## config.mk

```make
export PLATFORM = sky130hd
export DESIGN_NAME = mtype_tlb
export DESIGN_NICKNAME = d
export VERILOG_FILES = /design/src/rtl/mtype_pkg.sv /design/src/rtl/mtype_range_resolve.sv /design/src/rtl/mtype_merge.sv /design/src/rtl/mtype_tlb_array.sv /design/src/rtl/mtype_tlb.sv
export SDC_FILE = /design/constraint.sdc
export NUM_CORES = 1
export LEC_CHECK = 0
export BUFFER_PORTS_ARGS = -buffer_cell sky130_fd_sc_hd__buf_2
export CAP_MARGIN = 30
export CORE_MARGIN = 1
export CORE_UTILIZATION = 50
export CTS_CLUSTER_SIZE = 30
export DETAILED_ROUTE_END_ITERATION = 10
export PLACE_DENSITY = 0.67
export SLEW_MARGIN = 40
export SYNTH_ARGS = -nofsm -noshare
export SYNTH_HDL_FRONTEND = slang
export SYNTH_SLANG_ARGS = --single-unit
```

## constraint.sdc

```tcl
create_clock -name clk -period 10.1 [get_ports clk]
set_clock_uncertainty 0.05 [all_clocks]
set_input_delay 2.02 -clock clk [delete_from_list [all_inputs] [get_ports clk]]
set_output_delay 2.02 -clock clk [all_outputs]
set_load 0.02 [all_outputs]
```

## src/rtl/mtype_pkg.sv

```systemverilog
package mtype_pkg;

   // Type codes ordered from most to least restrictive.
   localparam logic [2:0] MT_UC = 3'd0;
   localparam logic [2:0] MT_WC = 3'd1;
   localparam logic [2:0] MT_WT = 3'd2;
   localparam logic [2:0] MT_WP = 3'd3;
   localparam logic [2:0] MT_WB = 3'd4;

   // Codes outside the defined set are treated as uncacheable.
   function automatic logic [2:0] mt_sanitize(input logic [2:0] code);
      return (code > MT_WB) ? MT_UC : code;
   endfunction

   // The smaller code is the more restrictive type.
   function automatic logic [2:0] mt_stricter(input logic [2:0] a, input logic [2:0] b);
      return (a < b) ? a : b;
   endfunction

endpackage

```

## src/rtl/mtype_range_resolve.sv

```systemverilog
module mtype_range_resolve
   import mtype_pkg::*;
#(
   parameter int NRANGE  = 4,
   parameter int FRAME_W = 20
) (
   input  logic [FRAME_W-1:0]              frame,
   input  logic [NRANGE-1:0][FRAME_W-1:0]  rng_base,
   input  logic [NRANGE-1:0][FRAME_W-1:0]  rng_mask,
   input  logic [NRANGE-1:0][2:0]          rng_type,
   input  logic [NRANGE-1:0]               rng_vld,
   input  logic [2:0]                      dflt_type,
   output logic [2:0]                      res_type
);

   logic [NRANGE-1:0] rng_hit;

   for (genvar r = 0; r < NRANGE; r++) begin : g_cmp
      assign rng_hit[r] = rng_vld[r] &&
                          ((frame & rng_mask[r]) == (rng_base[r] & rng_mask[r]));
   end

   always_comb begin
      logic       any_hit;
      logic [2:0] acc;
      any_hit = 1'b0;
      acc     = MT_WB;
      for (int r = 0; r < NRANGE; r++) begin
         if (rng_hit[r]) begin
            any_hit = 1'b1;
            acc     = mt_stricter(acc, mt_sanitize(rng_type[r]));
         end
      end
      res_type = any_hit ? acc : mt_sanitize(dflt_type);
   end

endmodule

```

## src/rtl/mtype_merge.sv

```systemverilog
module mtype_merge
   import mtype_pkg::*;
(
   input  logic [2:0] range_type,
   input  logic [2:0] page_type,
   output logic [2:0] merged_type
);

   logic [2:0] page_clean;

   assign page_clean  = mt_sanitize(page_type);
   assign merged_type = mt_stricter(range_type, page_clean);

endmodule

```

## src/rtl/mtype_tlb_array.sv

```systemverilog
module mtype_tlb_array #(
   parameter int NENTRY     = 8,
   parameter int VPN_W      = 20,
   parameter int FRAME_W    = 20,
   parameter bit ONEHOT_SEL = 1'b1
) (
   input  logic               clk,
   input  logic               rst_n,
   input  logic               flush,
   input  logic [VPN_W-1:0]   lk_vpn,
   output logic               hit,
   output logic [FRAME_W-1:0] hit_frame,
   output logic [2:0]         hit_type,
   output logic               hit_global,
   input  logic               wr_en,
   input  logic [VPN_W-1:0]   wr_vpn,
   input  logic [FRAME_W-1:0] wr_frame,
   input  logic [2:0]         wr_type,
   input  logic               wr_global
);

   localparam int PTR_W = $clog2(NENTRY);
   localparam int DAT_W = FRAME_W + 3 + 1;
   localparam logic [PTR_W-1:0] PTR_LAST = PTR_W'(NENTRY - 1);

   logic [NENTRY-1:0]              ent_vld;
   logic [NENTRY-1:0][VPN_W-1:0]   ent_tag;
   logic [NENTRY-1:0][DAT_W-1:0]   ent_dat;
   logic [NENTRY-1:0]              hit_vec;
   logic [PTR_W-1:0]               ptr;
   logic [DAT_W-1:0]               sel_dat;

   always_ff @(posedge clk or negedge rst_n) begin
      if (!rst_n) begin
         ent_vld <= '0;
         ptr     <= '0;
      end else if (flush) begin
         ent_vld <= '0;
         ptr     <= '0;
      end else if (wr_en) begin
         ent_vld[ptr] <= 1'b1;
         ptr          <= (ptr == PTR_LAST) ? '0 : ptr + 1'b1;
      end
   end

   always_ff @(posedge clk) begin
      if (wr_en && !flush) begin
         ent_tag[ptr] <= wr_vpn;
         ent_dat[ptr] <= {wr_frame, wr_type, wr_global};
      end
   end

   for (genvar e = 0; e < NENTRY; e++) begin : g_match
      assign hit_vec[e] = ent_vld[e] && (ent_tag[e] == lk_vpn);
   end

   if (ONEHOT_SEL) begin : g_andor
      always_comb begin
         sel_dat = '0;
         for (int e = 0; e < NENTRY; e++)
            sel_dat = sel_dat | (ent_dat[e] & {DAT_W{hit_vec[e]}});
      end
   end else begin : g_prio
      always_comb begin
         sel_dat = '0;
         for (int e = NENTRY - 1; e >= 0; e--)
            if (hit_vec[e]) sel_dat = ent_dat[e];
      end
   end

   assign hit        = |hit_vec;
   assign hit_frame  = sel_dat[DAT_W-1 -: FRAME_W];
   assign hit_type   = sel_dat[3:1];
   assign hit_global = sel_dat[0];

endmodule

```

## src/rtl/mtype_tlb.sv

```systemverilog
module mtype_tlb
   import mtype_pkg::*;
#(
   parameter int NENTRY     = 8,
   parameter int NRANGE     = 4,
   parameter int VPN_W      = 20,
   parameter int FRAME_W    = 20,
   parameter bit ONEHOT_SEL = 1'b1,
   localparam int IDX_W     = $clog2(NRANGE + 1)
) (
   input  logic               clk,
   input  logic               rst_n,
   input  logic               cfg_we,
   input  logic [IDX_W-1:0]   cfg_idx,
   input  logic [FRAME_W-1:0] cfg_base,
   input  logic [FRAME_W-1:0] cfg_mask,
   input  logic [2:0]         cfg_type,
   input  logic               cfg_valid,
   input  logic               lk_valid,
   input  logic [VPN_W-1:0]   lk_vpn,
   output logic               lk_hit,
   output logic [FRAME_W-1:0] lk_frame,
   output logic [2:0]         lk_type,
   output logic               lk_global,
   output logic               fill_req,
   input  logic               fill_valid,
   input  logic [FRAME_W-1:0] fill_frame,
   input  logic [2:0]         fill_ptype,
   input  logic               fill_global
);

   if (NENTRY < 2)  begin : g_bad_nentry  $error("NENTRY must be at least 2");  end
   if (NRANGE < 1)  begin : g_bad_nrange  $error("NRANGE must be at least 1");  end
   if (FRAME_W < 1) begin : g_bad_frame   $error("FRAME_W must be at least 1"); end
   if (VPN_W < 1)   begin : g_bad_vpn     $error("VPN_W must be at least 1");   end

   logic [NRANGE-1:0][FRAME_W-1:0] rng_base;
   logic [NRANGE-1:0][FRAME_W-1:0] rng_mask;
   logic [NRANGE-1:0][2:0]         rng_type;
   logic [NRANGE-1:0]              rng_vld;
   logic [2:0]                     dflt_type;

   for (genvar r = 0; r < NRANGE; r++) begin : g_rng
      always_ff @(posedge clk or negedge rst_n) begin
         if (!rst_n) begin
            rng_base[r] <= '0;
            rng_mask[r] <= '0;
            rng_type[r] <= MT_UC;
            rng_vld[r]  <= 1'b0;
         end else if (cfg_we && cfg_idx == IDX_W'(r)) begin
            rng_base[r] <= cfg_base;
            rng_mask[r] <= cfg_mask;
            rng_type[r] <= cfg_type;
            rng_vld[r]  <= cfg_valid;
         end
      end
   end

   always_ff @(posedge clk or negedge rst_n) begin
      if (!rst_n)
         dflt_type <= MT_UC;
      else if (cfg_we && cfg_idx == IDX_W'(NRANGE))
         dflt_type <= cfg_type;
   end

   logic [2:0] range_res;
   logic [2:0] fill_type;

   mtype_range_resolve #(.NRANGE(NRANGE), .FRAME_W(FRAME_W)) u_resolve (
      .frame     (fill_frame),
      .rng_base  (rng_base),
      .rng_mask  (rng_mask),
      .rng_type  (rng_type),
      .rng_vld   (rng_vld),
      .dflt_type (dflt_type),
      .res_type  (range_res)
   );

   mtype_merge u_merge (
      .range_type  (range_res),
      .page_type   (fill_ptype),
      .merged_type (fill_type)
   );

   logic               raw_hit;
   logic [FRAME_W-1:0] raw_frame;
   logic [2:0]         raw_type;
   logic               raw_global;
   logic               wr_en;

   // A configuration write flushes at the edge, so a lookup in that cycle
   // is served as if the flush had already happened.
   assign lk_hit   = lk_valid && raw_hit && !cfg_we;
   assign fill_req = lk_valid && !lk_hit;
   assign wr_en    = fill_req && fill_valid && !cfg_we;

   mtype_tlb_array #(
      .NENTRY(NENTRY), .VPN_W(VPN_W), .FRAME_W(FRAME_W), .ONEHOT_SEL(ONEHOT_SEL)
   ) u_array (
      .clk        (clk),
      .rst_n      (rst_n),
      .flush      (cfg_we),
      .lk_vpn     (lk_vpn),
      .hit        (raw_hit),
      .hit_frame  (raw_frame),
      .hit_type   (raw_type),
      .hit_global (raw_global),
      .wr_en      (wr_en),
      .wr_vpn     (lk_vpn),
      .wr_frame   (fill_frame),
      .wr_type    (fill_type),
      .wr_global  (fill_global)
   );

   assign lk_frame  = lk_hit ? raw_frame  : '0;
   assign lk_type   = lk_hit ? raw_type   : MT_UC;
   assign lk_global = lk_hit ? raw_global : 1'b0;

endmodule

```

Word level (Yosys, flattened, before mapping)
Cells that the tools add are included.

Bits in registers: 542. Latch bits: 0. Memory bits (writable): 0. ROM bits: 0. Word-level logic and storage cells: 155. Memories kept: 0.

$add $sub $neg: 1. $mul: 0. Divide/modulo/power cells: 0. Magnitude comparators: 13. Equal/unequal tests: 17. Shift operators: 0. Mux-type cells: 36. Bitwise gates (word level): 24. Reduce and logical (&&, ||, !) cells: 29.

Operators by type and width (number): $eq 20x20->1 (12); $and 24x24->24 (8); $bwmux 192 (1); $or 24x24->24 (7); $and 20x20->20 (8); $bwmux 160 (1); $demux 24 s3 (1); $demux 20 s3 (1); $mux 3 (20); $mux 20 (2); $logic_and 1x1->1 (24); $mux 24 (1); $gt 3x3->1 const B (6); $mux 8 (2); $lt 3x3->1 (4); $or 8x8->8 (1); $reduce_or 8->1 (1); $eq 3x2->1 const B (2); $eq 3x3->1 const B (2); $mux 1 (6); $lt 3x4->1 const B (1); $add 3x1->3 const B (1); $demux 1 s3 (1); $eq 3x1->1 const B (1); other kinds (5) (6).

Longest topological paths before layout
Gate-level depths: netlist of run 1.

Depth in word-level cells: 18. Gate-level depth with buffers: 29. Depth with buffers taken out: 29.

By module
A second synthesis of run 1 with hierarchy kept.

Cell total of the unflattened synthesis: 1652. Area, all modules: 24071.8 um^2.

Modules (own cells, without submodules): mtype_tlb_array (times used 1, cells an instance 999, area an instance 15383.5 um^2, sequential area each 10845.4 um^2); mtype_tlb (times used 1, cells an instance 411, area an instance 6867.8 um^2, sequential area each 4479.3 um^2); mtype_range_resolve (times used 1, cells an instance 223, area an instance 1677.9 um^2, sequential area each 0.0 um^2); mtype_merge (times used 1, cells an instance 19, area an instance 142.6 um^2, sequential area each 0.0 um^2).

Least setup slack after synthesis of run 1
OpenSTA, ideal clock, no wires.

Path type: in2reg. Start: input port lk_vpn[12]. End: register u_array.ent_dat[0] (netlist name), enable pin. Arrival: 7.021 ns. Required time: 9.550 ns. Slack: 2.529 ns. Stages: 13. Path buffers: 4. Path through: buf_2 > xor2_1 > nor2_1 > o2111ai_1 > a2111oi_4 > nor4_1 > a211o_1 > buf_2 > and3_1 > buf_6 > or3b_1 > buf_6 > nor3_1.

Cells in the longest elaborated chain, start to end: 10. Elaborated cells between the ends (all ways): 24. Those cells by class: eq/ne: 8; reduce/logical: 16.

Ends and longest elaborated chain: start, declared (line mtype_tlb.sv:20) `input logic [VPN_W-1:0] lk_vpn,`; $eq 20x20->1 (line mtype_tlb_array.sv:54) `assign hit_vec[e] = ent_vld[e] && (ent_tag[e] == lk_vpn);`; $logic_and 1x1->1 (line mtype_tlb_array.sv:54); $reduce_or 8->1 * (line mtype_tlb_array.sv:71) `assign hit = |hit_vec;`; $logic_and 1x1->1 * (2 in a row) (line mtype_tlb.sv:93) `assign lk_hit = lk_valid && raw_hit && !cfg_we;`; $logic_not 1->1 * (line mtype_tlb.sv:94) `assign fill_req = lk_valid && !lk_hit;`; $logic_and 1x1->1 * (line mtype_tlb.sv:94); $logic_and 1x1->1 * (2 in a row) (line mtype_tlb.sv:95) `assign wr_en = fill_req && fill_valid && !cfg_we;`; $logic_and 1x1->1 * (line mtype_tlb_array.sv:47) `if (wr_en && !flush) begin`; end signal, assigned by index (line mtype_tlb_array.sv:49) `ent_dat[ptr] <= {wr_frame, wr_type, wr_global};`; end, declared (line mtype_tlb_array.sv:28) `logic [NENTRY-1:0][DAT_W-1:0] ent_dat;`.

Every way passes the cells marked *; elsewhere a longest branch is shown, timed or not. A chain may end at the register's enable or synchronous reset.

Worst setup path after layout of run 1
Start: input port lk_vpn[14]. End: output port lk_frame[8].

Cells in the longest elaborated chain, start to end: 11. Elaborated cells between the ends (all ways): 35. Those cells by class: eq/ne: 8; mux: 1; bitwise: 15; reduce/logical: 11.

Ends and longest elaborated chain: $eq 20x20->1 (line mtype_tlb_array.sv:54); $logic_and 1x1->1 (line mtype_tlb_array.sv:54); $and 24x24->24 (line mtype_tlb_array.sv:61) `sel_dat = sel_dat | (ent_dat[e] & {DAT_W{hit_vec[e]}});`; $or 24x24->24 (7 in a row) (line mtype_tlb_array.sv:61); $mux 20 * (line mtype_tlb.sv:115) `assign lk_frame = lk_hit ? raw_frame : '0;`; end, declared (line mtype_tlb.sv:22) `output logic [FRAME_W-1:0] lk_frame,`.

Marked as above.

==> results.md, run 1 <==
- Cell taking the most area after synthesis: edfxtp_1
- CTS tree: built
- Drt first-iter violations: 1104
- CTS resizes: 0
- Clk Latency, worst-skew pair: roughly 600 ps
- Crit start category: primary input
- Ports: roughly 120
- First-pass GRT wire length: about 85 mm
- Measured slew at the worst slew-check pin: about 800 ps
- Total Routed Length: between 50 and 60 mm
- CP Capture Type: primary output
- Synth Area in Simple Gates: between 4 and 5%
- Final ANT Viol Nets: 0
- Via density: 5.841
- Synth-to-Final Area Change: 14.13%
- Syn. warnings: 0
- Adder-Cell Fraction of Synth Area: less than 1%
- DRT Pass-1 Iters: 5
- Pin count of the biggest net entering global routing: ~130
- Gp weighted congestion: between 0.8 and 0.9
- H-tree Lvls: 2
- Ratio of cells with drive above 1 in the final layout: 27.18%
- Die area: 45770 um^2
- Synth area leaders: edfxtp_1, dfrtp_1, mux2_2
- Synth Flop Type: edfxtp_1
- Initial Util: between 50% and 60%
- Syn_area_per_cell: about 16 um^2
- Remaining Overflow, GRT: 0
- Postcts setup bufs: 0
- Placed insts: around 2100
- Setup CP Type: in -> out
- Die X: between 200 and 250 um
- Fin Setup TNS: 0 ps
- Finished Layout Cells: 2200
- Flops & latches, synth: ~540
- Main combinational cell family by area after synthesis: XOR/XNOR gates
- Die Ht: ~210 um
- Sequential share of the synthesized area: 68.24%
- Std cell rows: 77
- Max-cap viol count: 0
- PortBufs: ~120
- Top-count cell post-synth: edfxtp_1
- Total GRT Usage: about a quarter
- Vias in the first global route: 12890
- Worst EP arrival: around 5600 ps
- CTS root buf: clkbuf_16
- Worst-path clk slew: about 60 ps
- Critical Path RT: 8030 ps
- Synth async-reset ratio: 35.06%
- Period utilisation layout: roughly 76%
- Yosys cell types: between 50 and 60
- Layout Nets: 1666
- CTS Buf Count: 55
- Placed standard-cell area: between 20000 and 25000 um^2
- Hold_ws: 456.8 ps
- Vias: 12850
- Min Tclk post-route: ~7700 ps
- WL/cell: approximately 26 um
- HP Class: reg -> reg
- Unrepaired setup endpoints after global routing: no
- Hold_buf cts: 0
- Initial antenna violation count: 8
- Final instance area: roughly 26000 um^2
- Post-synth EDFFs: around 350
- Max Root-Sink Buffers: 3
- Netlist Area Pre-Place: about 22000 um^2
- Top post-synthesis cells by count: edfxtp_1, xor2_1, dfrtp_1, mux2_2, a22oi_1
- Fin. max-slew vios: 0
- Power per cell area: 201.4 nW/um^2
- Final setup vio count: 0
- Core ar.: about 44000 um^2
- Mux cell area share after synthesis: under 10%
- Syn nets: about 1500
- Hold Vio Cnt, Final: 0
- Leak Pwr: between 0.009 and 0.01 uW
- Crit Path Max Fanout: 25
- Mapped Cells: around 1400
- Max-slew headroom: between 40% and 50%
- HPWL Detailed: 35.72 mm
- Synth top area share: a little under half
- Synth Area in Compound Gates: 6.764%
- DRC: 0
- XOR/XNOR Fraction of Synth Area: a little under a tenth
- Status: finished clean
- Max rail drop VDD: between 0.1 and 0.15 mV
- Clock sink count: 542
- Fmax: approximately 130 MHz
per-layer routing:
layer | share of wire (%) | track usage (%) | up-vias
li1 | - | - | 5687
met1 | 47 | 38.21 | 6685
met2 | 45 | 36.98 | 405
met3 | 6.8 | 4.876 | 70
met4 | 1.7 | 5.300 | 4
met5 | 0.041 | 0 | -
worst paths after layout:
kind	from	to	slack, ps	depth (start not counted)
setup / recovery	lk_vpn[14]	lk_frame[8]	2430	10
hold / removal	rng_mask[62]$_DFFE_PN0P_	rng_mask[62]$_DFFE_PN0P_	460	1
setup reg to reg	rng_base[3]$_DFFE_PN0P_	u_array.ent_dat[49]$_DFFE_PP_	3760	28
hold reg to reg	rng_mask[62]$_DFFE_PN0P_	rng_mask[62]$_DFFE_PN0P_	460	1
max in group asynchronous	rst_n	rng_base[41]$_DFFE_PN0P_	7610	2
min in group asynchronous	rst_n	rng_mask[54]$_DFFE_PN0P_	1370	1
layout by cell type, fill, tap and decap left out, types with 13 or more instances in the layout:
| master | instances |
|---|---|
| edfxtp_1 | 352 |
| xor2_1 | 210 |
| dfrtp_1 | 190 |
| mux2_2 | 182 |
| buf_2 | 120 |
| a22oi_1 | 80 |
| clkbuf_16 | 57 |
| xnor2_1 | 29 |
| nor4_1 | 28 |
| nand2_1 | 26 |
| a31oi_1 | 26 |
| a22o_1 | 25 |
| buf_4 | 25 |
| a221oi_1 | 24 |
| nand4_1 | 23 |
| clkbuf_1 | 20 |
| inv_1 | 15 |
| nor2_1 | 15 |
| nor3_1 | 14 |
| ha_1 | 13 |
cell type report:
| cell class | instances | area (um^2) |
|---|---|---|
| Multi-Input combinational cell | 791 | 6898 |
| Clock inverter | 20 | 161.4 |
| Sequential cell | 542 | 15320 |
| Timing Repair Buffer | 148 | 839.6 |
| Clock buffer | 84 | 1587 |
| Fill cell | 3392 | 18590 |
| Antenna cell | 4 | 10.01 |
| Tap cell | 592 | 740.7 |
| Inverter | 19 | 71.32 |
where the power goes:
| part | total (uW) | internal, uW | switching, uW | leakage, uW |
|---|---|---|---|---|
| registers | 2650 | 2550 | 103 | 0.00548 |
| logic | 545 | 245 | 300 | 0.00307 |
| clock network | 1960 | 1130 | 833 | 0.000858 |
| total | 5160 | 3930 | 1240 | 0.00940 |
stage by stage:
stage	utilization, %	power, uW	setup WS (ps)
after detailed placement	53.97	3235	1989
after CTS	57.92	5193	2540
final	57.96	5161	2427
after floorplan	-	3019	2529
after global routing	57.95	5349	2193
after global placement	53.91	3212	2286
critical path, stage by stage:
cell and delay (ps):
buf_2 410, xor2_1 130, nor4_1 610, nand4_1 320, a2111oi_4 270, buf_4 420
nor4_1 130, a211o_1 530, a31oi_1 490, buf_2 260
registers in the layout, summed over array words and instances (netlist names):
register / count
dflt_type: 3
rng_base: 80
rng_mask: 80
rng_type: 12
rng_vld: 4
u_array.ent_dat: 192
u_array.ent_tag: 160
u_array.ent_vld: 8
u_array.ptr: 3
cell families (layout without fill, tap and decap cells):
| family | count (synthesis) | in the layout |
|---|---|---|
| AOI/OAI and AO/OA | 197 | 197 |
| xor gates and xnor gates | 239 | 239 |
| adders and majority gates | 13 | 13 |
| buffers and inverters | 80 | 271 |
| DFF | 542 | 542 |
| muxes | 185 | 185 |
| other | 0 | 4 |
| and+or+nand+nor | 157 | 157 |
(Power assumes the default switching activity.)
==> inputs of run 2 (changes only) <==
- clock period: 10.1 -> 7.3 ns (I/O delays scaled with it)
==> run 2 against run 1 <==
Cell count rose by 1.2%. Setup slack got worse by 1800 ps. Critical path depth rose by 19. Sequential cell count did not move. Cell area rose by 1.5%. Clock-buffer cell count fell by 9. Via count rose by 1.7%. Wire length rose by 0.64%. Sequential power rose by 38%. Sequential share of layout area fell by 0.87 points. Largest power group unchanged. Highest routed layer unchanged.
==> results.md, run 2 (synthesized netlist as in run 1, its figures left out) <==
- Placed standard-cell area: 24180 um^2 (+1.3%)
- Crit start category: primary input
- Top flop regs: u_array.ent_dat x192, u_array.ent_tag x160
- Layout fillers: 3425 (+0.97%)
- Measured slew at the worst slew-check pin: 829.7 ps (+9.503 ps)
- Switching pwr: 1711 uW (+38%)
- Initial antenna violation count: 5 (-3)
- Pin count of the biggest net entering global routing: 79 (-39%)
- R2R cell count: 28 (unchanged)
- Most common cell on crit path: nand2_1
- CTS resizes: 0 (unchanged)
- Pint: 5550 uW (+41%)
- Fin Setup TNS: 0 ps (unchanged)
- Max reg flops: 192 (unchanged)
- Vias: 13070 (+1.7%)
- Largest Register: u_array.ent_dat
- Critical Path RT: 7590 ps (-440 ps)
- Gp weighted congestion: 0.8315 (-5.9%)
- Ratio of cells with drive above 1 in the final layout: 28.72% (+1.5 points)
- Crit Path Max Fanout: 8 (-68%)
- Peak per-stage delay on the critical path: 520 ps (-90 ps)
- CP max-delay cell: nor4_1
- Core ar.: 44220 um^2 (unchanged)
- Max rail drop VDD: 0.1987 mV (+48%)
- Synth-to-Final Area Change: 15.81%
- Final instance area: 26010 um^2 (+1.5%)
- Most frequent cells in the layout: edfxtp_1, xor2_1, dfrtp_1
- Die area: 45770 um^2 (unchanged)
- Total GRT Usage: 24.97% (about the same)
- Unrepaired setup endpoints after global routing: no
- Ports: 122 (unchanged)
- First-pass GRT wire length: 84.33 mm (-0.38%)
- DRT Pass-1 Iters: 5 (unchanged)
- Fmax: about 150 MHz
- Worst-path clk slew: 60 ps (about the same)
- Combinational cell fraction of total power: 10.5% (about the same)
- Sw Ratio: 23.56% (-0.38 points)
- Initial Util: 50.79% (unchanged)
- Total Routed Length: 56.47 mm (+0.64%)
- Worst hold start: rng_vld[3]$_DFFE_PN0P_
- Die X: 213.9 um (unchanged)
- Worst EP arrival: 6970 ps (+1370 ps)
- Final ANT Viol Nets: 0 (unchanged)
- Layout Nets: 1700 (+2.0%)
- HP Class: reg -> reg
- Via density: 5.872 (+0.52%)
- Die Ht: 213.9 um (unchanged)
- Sequential power share: 50.6% (-0.8 points)
- Power per cell area: 279.2 nW/um^2 (+39%)
- Max-slew headroom: 44.18% (-1.0 points)
- DRC: 0 (unchanged)
- Crit Reg-Reg Endpoint: u_array.ent_dat[1]$_DFFE_PP_
- Clock sink count: 542 (unchanged)
- CTS root buf: clkbuf_16
- Clock Power Share: 38.9% (+0.8 points)
- Leak Pwr: 0.009609 uW (+2.2%)
- CP Capture Type: flop
- Final setup vio count: 0 (unchanged)
- CTS Buf Count: 54 (-1.8%)
- Max Root-Sink Buffers: 3 (unchanged)
- R2r setup slk: 1190 ps (-2570 ps)
- Hold Vio Cnt, Final: 0 (unchanged)
- Vias in the first global route: 12910 (+0.11%)
- Remaining Overflow, GRT: 0 (unchanged)
- PortBufs: 121 (unchanged)
- R2R Path Start: rng_base[1]$_DFFE_PN0P_
- Status: finished clean
- Hold Crit Endpoint: rng_vld[3]$_DFFE_PN0P_
- Clk Latency, worst-skew pair: 620 ps (+20 ps)
- Std cell rows: 77 (unchanged)
- CTS tree: built
- Drt first-iter violations: 1101 (-0.27%)
- H-tree Lvls: 2 (unchanged)
- Max-cap viol count: 0 (unchanged)
- Min Tclk post-route: about 6700 ps
- Setup CP Type: in -> reg
- WL/cell: 25.37 um (-0.54%)
- Postcts setup bufs: 0 (unchanged)
- Hold Path Depth: 1 (unchanged)
- Period utilisation layout: between 90% and 100%
- Most common cell after layout, fill and taps aside: edfxtp_1
- Hold_buf cts: 0 (unchanged)
- Fin. max-slew vios: 0 (unchanged)
- HPWL Detailed: 36.58 mm (+2.4%)
## run 2: cell count changes in the layout (fill, tap and decap cells not counted), moves of 2 or more
cell	before	now
buf_4	25	55
clkbuf_1	20	13
clkinv_2	10	4
buf_12	0	5
bufinv_16	2	6
diode_2	4	1
clkinv_1	5	7
clkinvlp_4	1	3
## run 2: power by group through the flow
stage | sequential, uW | combinational, uW | clock, uW
3_3_place_gp | 3720 | 744 | 0
4_1_cts | 3670 | 766 | 2870
2_1_floorplan | 3690 | 490 | 0
6_report | 3670 | 763 | 2830
3_5_place_dp | 3730 | 762 | 0
5_1_grt | 3700 | 836 | 2980
## run 2: layout make-up
| class | count | area (um^2) | area share [%] |
|---|---|---|---|
| clock inverters | 23 | 290.3 | 1.116 |
| well taps | 592 | 740.7 | 2.848 |
| clock buffers | 75 | 1533 | 5.893 |
| inverters | 19 | 71.32 | 0.2742 |
| multi-input cells | 791 | 6893 | 26.50 |
| diodes | 1 | 2.502 | 0.009621 |
| repair buffers | 183 | 1154 | 4.435 |
| flip-flops and latches | 542 | 15320 | 58.92 |
## run 2: routing by layer
layer / track usage, % / vias up / part of all wire [%]
met5: 0 / - / 0.044
met3: 5.529 / 80 / 7.8
met2: 36.42 / 478 / 43
met4: 5.612 / 4 / 1.8
li1: - / 5739 / -
met1: 38.17 / 6769 / 47
## run 2: worst max-delay path by stage
| stage | from | endpoint |
|---|---|---|
| 3_5_place_dp | fill_frame[3] | u_array.ent_dat[1]$_DFFE_PP_ |
| 2_1_floorplan | lk_vpn[12] | u_array.ent_dat[0]$_DFFE_PP_ |
| 6_report | fill_frame[1] | u_array.ent_dat[1]$_DFFE_PP_ |
| 5_1_grt | fill_frame[3] | u_array.ent_dat[1]$_DFFE_PP_ |
| 3_3_place_gp | fill_frame[3] | u_array.ent_dat[50]$_DFFE_PP_ |
| 4_1_cts | fill_frame[1] | u_array.ent_dat[1]$_DFFE_PP_ |
## run 2: critical path, delay by kind of cell
kind,cells,cell delay (ps)
AO/OA/AOI/OAI,10,2040
XOR/XNOR,1,150
adder cells (fa/ha/maj),4,1200
buffers and inverters,1,110
multiplexers,1,360
AND/OR/NAND/NOR,12,1660
## run 2: per-stage QoR
step | worst slack (ps) | util [%] | total power [uW] | hold slack (ps) | instances
2_1_floorplan | 289.1 | - | 4177 | 428.3 | 1413
3_3_place_gp | 277.0 | 54.64 | 4466 | 436.0 | 2126
3_5_place_dp | 92.92 | 54.69 | 4492 | 443.2 | 2127
4_1_cts | 702.0 | 58.81 | 7306 | 457.4 | 2225
5_1_grt | 107.3 | 58.81 | 7515 | 464.5 | 2225
6_report | 623.8 | 58.82 | 7261 | 454.1 | 2226
